--- src/rtl/ltm_pkg.sv ---
package ltm_pkg;

  typedef enum int {
    V_WIDTH = 0,
    V_SETUP = 1,
    V_HOLD  = 2
  } viol_kind_e;

  localparam int NUM_VIOL = 3;

  // A threshold of zero can never be exceeded, so it disables the check.
  function automatic logic too_short(input logic [31:0] elapsed,
                                     input logic [31:0] limit);
    return elapsed < limit;
  endfunction

endpackage

--- src/rtl/ltm_edge.sv ---
module ltm_edge (
  input  logic clk,
  input  logic rst_n,
  input  logic sig_i,
  output logic chg_o
);
  logic prev_q;
  logic primed_q;

  always_ff @(posedge clk or negedge rst_n) begin
    if (!rst_n) begin
      prev_q   <= 1'b0;
      primed_q <= 1'b0;
    end else begin
      prev_q   <= sig_i;
      primed_q <= 1'b1;
    end
  end

  // The first sample only loads prev_q.
  assign chg_o = primed_q & (sig_i ^ prev_q);
endmodule

--- src/rtl/ltm_elapsed.sv ---
module ltm_elapsed #(
  parameter int W = 8
) (
  input  logic         clk,
  input  logic         rst_n,
  input  logic         restart_i,
  output logic [W-1:0] elapsed_o
);
  localparam logic [W-1:0] MAX_V = '1;
  localparam logic [W-1:0] ONE_V = W'(1);

  // Starts saturated: no recent event at reset.
  always_ff @(posedge clk or negedge rst_n) begin
    if (!rst_n)
      elapsed_o <= MAX_V;
    else if (restart_i)
      elapsed_o <= ONE_V;
    else if (elapsed_o != MAX_V)
      elapsed_o <= elapsed_o + ONE_V;
  end
endmodule

--- src/rtl/ltm_viol_track.sv ---
module ltm_viol_track #(
  parameter int CW = 16
) (
  input  logic          clk,
  input  logic          rst_n,
  input  logic          hit_i,
  output logic          pulse_o,
  output logic          sticky_o,
  output logic [CW-1:0] count_o
);
  localparam logic [CW-1:0] CMAX = '1;
  localparam logic [CW-1:0] CONE = CW'(1);

  always_ff @(posedge clk or negedge rst_n) begin
    if (!rst_n) begin
      pulse_o  <= 1'b0;
      sticky_o <= 1'b0;
      count_o  <= '0;
    end else begin
      pulse_o <= hit_i;
      if (hit_i) begin
        sticky_o <= 1'b1;
        if (count_o != CMAX) count_o <= count_o + CONE;
      end
    end
  end
endmodule

--- src/rtl/latch_timing_monitor.sv ---
module latch_timing_monitor
  import ltm_pkg::*;
#(
  parameter int CNT_W  = 8,
  parameter int VIOL_W = 16
) (
  input  logic              clk,
  input  logic              rst_n,
  input  logic              en_i,
  input  logic              din_i,
  input  logic [CNT_W-1:0]  width_min_i,
  input  logic [CNT_W-1:0]  setup_min_i,
  input  logic [CNT_W-1:0]  hold_min_i,
  output logic              width_viol_o,
  output logic              setup_viol_o,
  output logic              hold_viol_o,
  output logic              width_sticky_o,
  output logic              setup_sticky_o,
  output logic              hold_sticky_o,
  output logic [VIOL_W-1:0] width_count_o,
  output logic [VIOL_W-1:0] setup_count_o,
  output logic [VIOL_W-1:0] hold_count_o
);
  // Named internal events, also observed by the bound checker.
  logic             en_chg_w, din_chg_w, en_rise_w, en_fall_w;
  logic [CNT_W-1:0] since_en, since_din;
  logic [CNT_W-1:0] setup_elapsed, hold_elapsed;
  logic             seen_rise_q;
  logic [NUM_VIOL-1:0] hit;
  logic [NUM_VIOL-1:0] pulse_a, sticky_a;
  logic [VIOL_W-1:0]   count_a [NUM_VIOL];

  ltm_edge u_en_edge  (.clk(clk), .rst_n(rst_n), .sig_i(en_i),  .chg_o(en_chg_w));
  ltm_edge u_din_edge (.clk(clk), .rst_n(rst_n), .sig_i(din_i), .chg_o(din_chg_w));

  assign en_rise_w = en_chg_w &  en_i;
  assign en_fall_w = en_chg_w & ~en_i;

  ltm_elapsed #(.W(CNT_W)) u_since_en  (.clk(clk), .rst_n(rst_n),
                                        .restart_i(en_chg_w),  .elapsed_o(since_en));
  ltm_elapsed #(.W(CNT_W)) u_since_din (.clk(clk), .rst_n(rst_n),
                                        .restart_i(din_chg_w), .elapsed_o(since_din));

  // Tracks whether the pulse now ending began with a sampled rise.
  always_ff @(posedge clk or negedge rst_n) begin
    if (!rst_n)          seen_rise_q <= 1'b0;
    else if (en_rise_w)  seen_rise_q <= 1'b1;
    else if (en_fall_w)  seen_rise_q <= 1'b0;
  end

  // A simultaneous change means zero elapsed time.
  assign setup_elapsed = din_chg_w ? '0 : since_din;
  assign hold_elapsed  = en_chg_w  ? '0 : since_en;

  always_comb begin
    hit[V_WIDTH] = en_fall_w & seen_rise_q &
                   too_short(32'(since_en), 32'(width_min_i));
    hit[V_SETUP] = en_fall_w &
                   too_short(32'(setup_elapsed), 32'(setup_min_i));
    hit[V_HOLD]  = din_chg_w & ~en_i &
                   too_short(32'(hold_elapsed), 32'(hold_min_i));
  end

  for (genvar k = 0; k < NUM_VIOL; k++) begin : g_track
    ltm_viol_track #(.CW(VIOL_W)) u_track (
      .clk(clk), .rst_n(rst_n), .hit_i(hit[k]),
      .pulse_o(pulse_a[k]), .sticky_o(sticky_a[k]), .count_o(count_a[k])
    );
  end

  assign width_viol_o   = pulse_a[V_WIDTH];
  assign setup_viol_o   = pulse_a[V_SETUP];
  assign hold_viol_o    = pulse_a[V_HOLD];
  assign width_sticky_o = sticky_a[V_WIDTH];
  assign setup_sticky_o = sticky_a[V_SETUP];
  assign hold_sticky_o  = sticky_a[V_HOLD];
  assign width_count_o  = count_a[V_WIDTH];
  assign setup_count_o  = count_a[V_SETUP];
  assign hold_count_o   = count_a[V_HOLD];
endmodule

--- config.mk ---
export PLATFORM = sky130hd
export DESIGN_NAME = latch_timing_monitor
export DESIGN_NICKNAME = d
export VERILOG_FILES = /design/src/rtl/ltm_pkg.sv /design/src/rtl/ltm_edge.sv /design/src/rtl/ltm_elapsed.sv /design/src/rtl/ltm_viol_track.sv /design/src/rtl/latch_timing_monitor.sv
export SDC_FILE = /design/constraint.sdc
export NUM_CORES = 1
export LEC_CHECK = 0
export CAP_MARGIN = 20
export CORE_MARGIN = 1.5
export CORE_UTILIZATION = 40
export CTS_BUF_LIST = sky130_fd_sc_hd__clkbuf_4 sky130_fd_sc_hd__clkbuf_8
export DETAILED_ROUTE_END_ITERATION = 10
export PLACE_DENSITY = 0.72
export SYNTH_ARGS = -nofsm -noshare
export SYNTH_HDL_FRONTEND = slang
export SYNTH_SLANG_ARGS = --single-unit
--- constraint.sdc ---
create_clock -name clk -period 3.17 [get_ports clk]
set_input_delay 0.951 -clock clk [delete_from_list [all_inputs] [get_ports clk]]
set_output_delay 0.951 -clock clk [all_outputs]
set_load 0.05 [all_outputs]
==> results by group, run 1 <==
Die
  – Die width: 104.0 um
  – Row cnt: 36
  – Top Ports: 82
  – Core ar.: 0.009819 mm2
  – Die area: 0.01081 mm2
  – Die Span Y: 104.0 um
  – Starting density of the core: 0.4153

STA
  – RSZ-0062 raised after global routing: true
  – Worst Hold Slack: 0.4718 ns
  – Final Hold Fails: 0
  – Slew HR: 0.3899
  – Final Max Tran Viols: 0
  – Final Setup Violations: 0
  – Min Clock Period, post-route: 3.128 ns
  – Fmax: 319.7 MHz
  – Slew @ Worst Pin: 0.9152 ns
  – Fin Clk Skew: 0.01581 ns
  – Period Utilization, post-route: 0.9866

Synthesis
  – Synth Area in Compound Gates: 0.05707
  – Top-area cell type share of the netlist area: 0.3559
  – Yosys warning count: 0
  – Post-Syn Area per Cell: 9.849 um2
  – Number of flops mapped to enable cells by yosys: 0
  – Post-synthesis adder-cell area fraction: 0.07978
  – Synthesized area: 0.004078 mm2
  – Post-synth top area cell: dfrtp_1
  – Post-synthesis sequential area ratio: 0.4590
  – Synth async-reset ratio: 1.000
  – Area contributors post-synth: dfrtp_1 36%, dfstp_2 10%, ha_1 8.0%
  – Simple-Gate Fraction of Synth Area: 0.2317
  – Post-synthesis cell count: 414
  – Net Count, Synth: 468
  – Synth unique cells: 49
  – Top_reg_cell synth: dfrtp_1
  – Multiplexer area fraction after synthesis: 0.02762
  – Largest family of logic cells by synthesized area: simple AND/OR/NAND/NOR gates
  – Synth Area in XOR/XNOR: 0.09850
  – #FFs+latches synth: 74

Power
  – Pwr dens: 552.3 mW/mm2
  – Sequential Power Share: 0.407
  – Leak: 0.002613 uW
  – Combinational Power Share: 0.327
  – VDD IR max: 0.0005637 V
  – Sw Share: 0.3653
  – Clock power frac: 0.266
  – Sw Pwr: 1132 uW
  – Int Pwr: 1967 uW

CTS
  – Clock Root Buffer: clkbuf_8
  – Hold bufs inserted after CTS: 0
  – Cts bufs inserted: 9
  – Max Root-Sink Buffers: 2
  – Clk sinks: 74
  – H-tree depth reported by CTS: 3
  – CTS tree: done
  – Clk pin slew, worst setup/hold paths: 0.08 ns
  – Clk Latency, worst-skew pair: 0.34 ns

Routing
  – DRC: 0
  – Pre-Repair DR Iteration Count: 4
  – Final ANT Viol Nets: 0
  – Via/cell ratio: 4.939
  – Post-Route WL: 9.198 mm
  – Wire length per cell: 13.77 um
  – Routed via count: 3,299
  – DRT iter0 DRCs: 87

GRT
  – Gr usage total: 0.1776
  – GRT met2 Usage: 0.2919
  – Grt total ovfl: 0
  – Vias in the first global route: 3,363
  – Global-route wire length before repair: 15.75 mm
  – Gr busiest metal: met2
  – Initial antenna violation count: 0
  – Largest net degree at the start of global routing: 75
  – Grt met3 use: 0.04198
  – Met1 Track Usage GR: 0.2297

Hold path
  – Hold EP: g_track[1].u_track.sticky_o
  – Hold Path Origin: g_track[1].u_track.sticky_o
  – Worst Hold Path Cells: 1
  – HP Class: register to register

Cells and area
  – Final core occ: 0.5714
  – Nets: 584
  – Share of layout cells above drive strength 1: 0.2056
  – Finished Cell Area: 0.005610 mm2
  – Syn-to-layout area delta: 37.59%
  – ANT cells: 0
  – Fill cell count: 899

Worst setup path
  – Worst Setup End Kind: register
  – RR Endpoint: g_track[1].u_track.count_o[9]
  – Worst r2r src: u_din_edge.prev_q
  – Flop-to-flop setup slack: 0.35 ns
  – Worst Reg-to-Reg Cells: 11
  – Critical path class: primary input to register
  – Worst endpoint required time: 3.44 ns
  – Critical Path Source Type: primary input
  – Critical path arrival: 3.40 ns
  – Critical path fanouts, max: 6

Run status
  – Status: finished clean

Place
  – DP Area: 0.005251 mm2
  – Routability cong.: 0.8366
  – IO Port Bufs: 81
  – Hpwl dp: 6.814 mm

Job
  – Max-cap violations: 0
-- final cells by class --
cell class,count,area (um2),area share
multi-input combinational,295,2158,0.3847
sequential,74,1872,0.3336
timing repair buffer,114,1052,0.1876
tap,133,166.4,0.02966
clock buffer,10,137.6,0.02453
inverter,36,135.1,0.02409
clock inverter,6,88.84,0.01583
-- layout by cell type, fill, tap and decap left out, drive strengths merged, types with 2 or more instances in the layout --
master         netlist  final
a211o                2      2
a211oi               3      3
a21o                 2      2
a21oi                6      6
a31oi                2      2
and2                15     15
and3                10     10
and4                 2      2
buf                  3     35
bufinv               0      2
clkbuf               6     11
clkdlybuf4s50        0     77
clkinvlp             0      2
dfrtp               58     58
dfstp               16     16
ha                  26     26
inv                 36     37
mux2                10     10
nand2               35     35
nand2b               5      5
nand3               33     33
nand4               12     12
nor2                34     34
nor3                13     13
nor4                 5      5
nor4b                2      2
o211a                2      2
o21a                 2      2
o21ai                8      8
or2                  4      4
or3                  5      5
xnor2               18     18
xor2                27     27
-- how the worst max path moves through the flow --
stage                    from                              to  slack [ns]  cells after the start
4_1_cts        setup_min_i[6]  g_track[1].u_track.count_o[11]        0.02                      9
6_report                din_i   g_track[1].u_track.count_o[9]        0.04                     12
3_5_place_dp            din_i   g_track[1].u_track.count_o[9]       -0.82                     12
2_1_floorplan           din_i   g_track[1].u_track.count_o[9]       -0.18                     12
3_3_place_gp            din_i   g_track[1].u_track.count_o[9]       -0.72                     11
5_1_grt                 din_i   g_track[1].u_track.count_o[9]       -0.03                     12
-- worst max-delay path, stage by stage --
cell and delay, ns:
buf_2 0.11, xor2_2 0.17, nand2_2 0.11, and2_4 0.16, ha_4 0.21, a21o_1 0.15, a211o_1 0.28, a211o_1 0.34
or3_4 0.44, buf_4 0.16, nor3_4 0.17, xor2_1 0.15
-- power groups by stage --
stage | clock network (uW) | registers (uW) | logic (uW)
final | 825 | 1260 | 1010
after global routing | 892 | 1290 | 1110
after CTS | 848 | 1260 | 1010
after detailed placement | 0 | 1280 | 996
after global placement | 0 | 1270 | 974
after floorplan | 0 | 1540 | 366
-- metrics by stage --
step	instances	setup TNS [ns]	worst slack [ns]	power (uW)
floorplan	414	-1.040	-0.1805	1910
global placement	645	-20.07	-0.7196	2249
detailed placement	645	-22.91	-0.8228	2274
CTS	666	0	0.02473	3123
global route	668	-0.03288	-0.03288	3287
finish	668	0	0.04242	3099
-- registers in the layout, summed over array words and instances (netlist names), 3 cells and up --
signal                    flops
g_track.u_track.sticky_o      3
g_track.u_track.count_o      48
g_track.u_track.pulse_o       3
u_since_din.elapsed_o         8
u_since_en.elapsed_o          8
-- cell families after synthesis --
group                      Yosys count
adders and majority gates           26
AOI/OAI and AO/OA                   34
and+or+nand+nor                    179
muxes                               10
buffers and inverters               45
xor gates and xnor gates            45
other                                1
DFF                                 74
-- synth_stat cells (all sizes together) (3+ instances only) --
master and count:
clkbuf 6, xor2 27, nor4 5, a211oi 3
o21ai 8, nand2 35, buf 3, nand4 12
nor2 34, nand2b 5, xnor2 18, a21oi 6
dfrtp 58, inv 36, mux2 10, nor3 13
and3 10, or3 5, ha 26, dfstp 16
and2 15, nand3 33, or2 4
-- layer usage --
metal,routed length (um),up-vias
met5,0,-
met4,118,0
met3,403,13
met2,4529,57
met1,4147,1587
li1,-,1642
-- what timing repair did --
action,4_1_cts,5_1_grt
setup endpoints to repair,32,19
gates resized for setup,16,10
pin swaps,6,5
buffers inserted,5,2
Power figures use the tool's default switching activity.
==> inputs of run 2 (changes only) <==
--- a/config.mk
+++ b/config.mk
@@ -10,6 +10,7 @@
 export CORE_UTILIZATION = 40
 export CTS_BUF_LIST = sky130_fd_sc_hd__clkbuf_4 sky130_fd_sc_hd__clkbuf_8
 export DETAILED_ROUTE_END_ITERATION = 10
+export GPL_TIMING_DRIVEN = 0
 export PLACE_DENSITY = 0.72
 export SYNTH_ARGS = -nofsm -noshare
 export SYNTH_HDL_FRONTEND = slang
==> results by group, run 2 (synthesis gave the netlist of run 1 again) <==
STA
  – Slew HR: 0.5808 (+0.1909)
  – Slew @ Worst Pin: 0.6231 ns (-0.2920 ns)
  – Final Max Tran Viols: 0 (unchanged)
  – Fin Clk Skew: 0.01457 ns (-0.001241 ns)
  – RSZ-0062 raised after global routing: true
  – Fmax: 319.4 MHz (-0.12%)
  – Final Setup Violations: 0 (unchanged)
  – Final Hold Fails: 0 (unchanged)
  – Period Utilization, post-route: 0.9878 (+0.001152)
  – Min Clock Period, post-route: 3.131 ns (+0.003651 ns)

Cells and area
  – Syn-to-layout area delta: 37.01%
  – Share of layout cells above drive strength 1: 0.1898 (-0.01585)
  – Cell Count, Final, Fillers Out: 660 (-1.2%)
  – Nets: 576 (-1.4%)
  – Most frequent cells in the layout: 78 x clkdlybuf4s50_1, 58 x dfrtp_1, 36 x inv_1, 33 x nor2_1, 33 x nand2_1
  – Finished Cell Area: 0.005587 mm2 (-0.42%)
  – Largest register FFs: 48 (unchanged)
  – Most common cell after layout, fill and taps aside: clkdlybuf4s50_1
  – Final core occ: 0.5689 (-0.002421)
  – Biggest regs: g_track.u_track.count_o (48), u_since_din.elapsed_o (8), u_since_en.elapsed_o (8)
  – ANT cells: 0 (unchanged)
  – Top reg by flops: g_track.u_track.count_o

Die
  – Die Span Y: 104.0 um (unchanged)
  – Die width: 104.0 um (unchanged)
  – Starting density of the core: 0.4153 (unchanged)
  – Core ar.: 0.009819 mm2 (unchanged)
  – Row cnt: 36 (unchanged)
  – Top Ports: 82 (unchanged)
  – Die area: 0.01081 mm2 (unchanged)

GRT
  – Global-route wire length before repair: 15.59 mm (-1.0%)
  – Initial antenna violation count: 0 (unchanged)
  – Vias in the first global route: 3,374 (+0.33%)
  – Grt total ovfl: 0 (unchanged)
  – Gr usage total: 0.1752 (-0.002321)
  – Largest net degree at the start of global routing: 45 (-40%)

CTS
  – CTS tree: done
  – Cts bufs inserted: 9 (unchanged)
  – Clk pin slew, worst setup/hold paths: 0.08 ns (about the same)
  – Clk sinks: 74 (unchanged)
  – Clock Root Buffer: clkbuf_8
  – H-tree depth reported by CTS: 3 (unchanged)
  – Hold bufs inserted after CTS: 0 (unchanged)
  – Max Root-Sink Buffers: 2 (unchanged)
  – Clk Latency, worst-skew pair: 0.34 ns (about the same)

Worst setup path
  – Worst Setup End Kind: register
  – Critical Path Source Type: primary input
  – Flop-to-flop setup slack: 0.35 ns (about the same)
  – Critical path arrival: 3.40 ns (about the same)
  – Worst Reg-to-Reg Cells: 12 (+1)
  – Critical path class: primary input to register
  – Worst endpoint required time: 3.44 ns (about the same)
  – Critical path fanouts, max: 8 (+2)

Place
  – IO Port Bufs: 81 (unchanged)
  – DP Area: 0.005154 mm2 (-1.9%)
  – Hpwl dp: 6.423 mm (-5.7%)
  – Inst Count DP: 629 (-2.5%)
  – Routability cong.: 0.8132 (-2.8%)

Job
  – Max-cap violations: 0 (unchanged)

Power
  – VDD IR max: 0.0006336 V (+12%)
  – Pwr dens: 548.6 mW/mm2 (-0.68%)
  – Leak: 0.002556 uW (-2.2%)

Routing
  – DRT iter0 DRCs: 56 (-36%)
  – Wire length per cell: 13.60 um (-1.2%)
  – DRC: 0 (unchanged)
  – Pre-Repair DR Iteration Count: 6 (+2)
  – Via/cell ratio: 5.006 (+1.4%)
  – Post-Route WL: 8.977 mm (-2.4%)
  – Routed via count: 3,304 (+0.15%)
  – Final ANT Viol Nets: 0 (unchanged)

Hold path
  – HP Class: register to register
  – Worst Hold Path Cells: 2 (+1)

Run status
  – Status: finished clean
==> run 2: cell count changes in the layout (fill, tap and decap cells not counted), moves of 3 or more <==
cell    delta
nor4_2     -3
nor3_2     +3
buf_6      +4
buf_4     -14
==> run 2: final timing paths <==
kind,start,to
max in group asynchronous,rst_n,u_since_din.elapsed_o[0]
min in group asynchronous,rst_n,g_track[0].u_track.sticky_o
worst max-delay path,din_i,g_track[1].u_track.count_o[9]
worst min register to register,seen_rise_q,seen_rise_q
worst min-delay path,seen_rise_q,seen_rise_q
worst max register to register,u_din_edge.prev_q,g_track[1].u_track.count_o[9]
==> run 2: final cells by class <==
| cell class | instances | area [um2] |
|---|---|---|
| buffer | 5 | 35.03 |
| clock buffer | 12 | 158.9 |
| clock inverter | 4 | 50.05 |
| fill | 890 | 4233 |
| inverter | 36 | 135.1 |
| multi-input combinational | 295 | 2185 |
| sequential | 74 | 1872 |
| tap | 133 | 166.4 |
| timing repair buffer | 101 | 984.7 |
==> run 2: what timing repair did <==
action,CTS,global route
pin swaps,14,7
endpoints found under the hold margin,0,0
cloned,0,0
resized for setup,28,6
buffers inserted,15,4
setup endpoints to repair,33,26
==> run 2: worst max-delay path: stages <==
cell	delay [ns]
buf_6	0.11
xor2_4	0.20
nand2_4	0.11
and2_4	0.16
ha_4	0.21
a21o_1	0.15
a211o_1	0.27
a211o_4	0.30
or3_4	0.39
buf_6	0.14
buf_4	0.14
nor3_4	0.12
xor2_1	0.15
==> run 2: power by group <==
group	switching (uW)	internal, uW	total [uW]
Clock	351	415	765
Sequential	158	1110	1270
Combinational	630	403	1030
==> run 2: metrics by stage <==
stage | setup TNS, ns | worst slack (ns) | hold slack, ns | power, uW
final | 0 | 0.03876 | 0.4801 | 3065
after detailed placement | -29.77 | -1.117 | 0.4611 | 2259
after floorplan | -1.040 | -0.1805 | 0.4366 | 1910
after global routing | -0.1837 | -0.05455 | 0.5049 | 3247
after CTS | 0 | 0.01120 | 0.4808 | 3080
after global placement | -122.38 | -1.459 | 0.4507 | 2232
==> run 2: routing by layer <==
metal	GRT usage	vias up	part of all wire
met1	0.2126	1602	0.45
met4	0.06349	0	0.020
met3	0.04825	15	0.042
met2	0.2975	59	0.49
met5	0	-	0
li1	-	1628	-
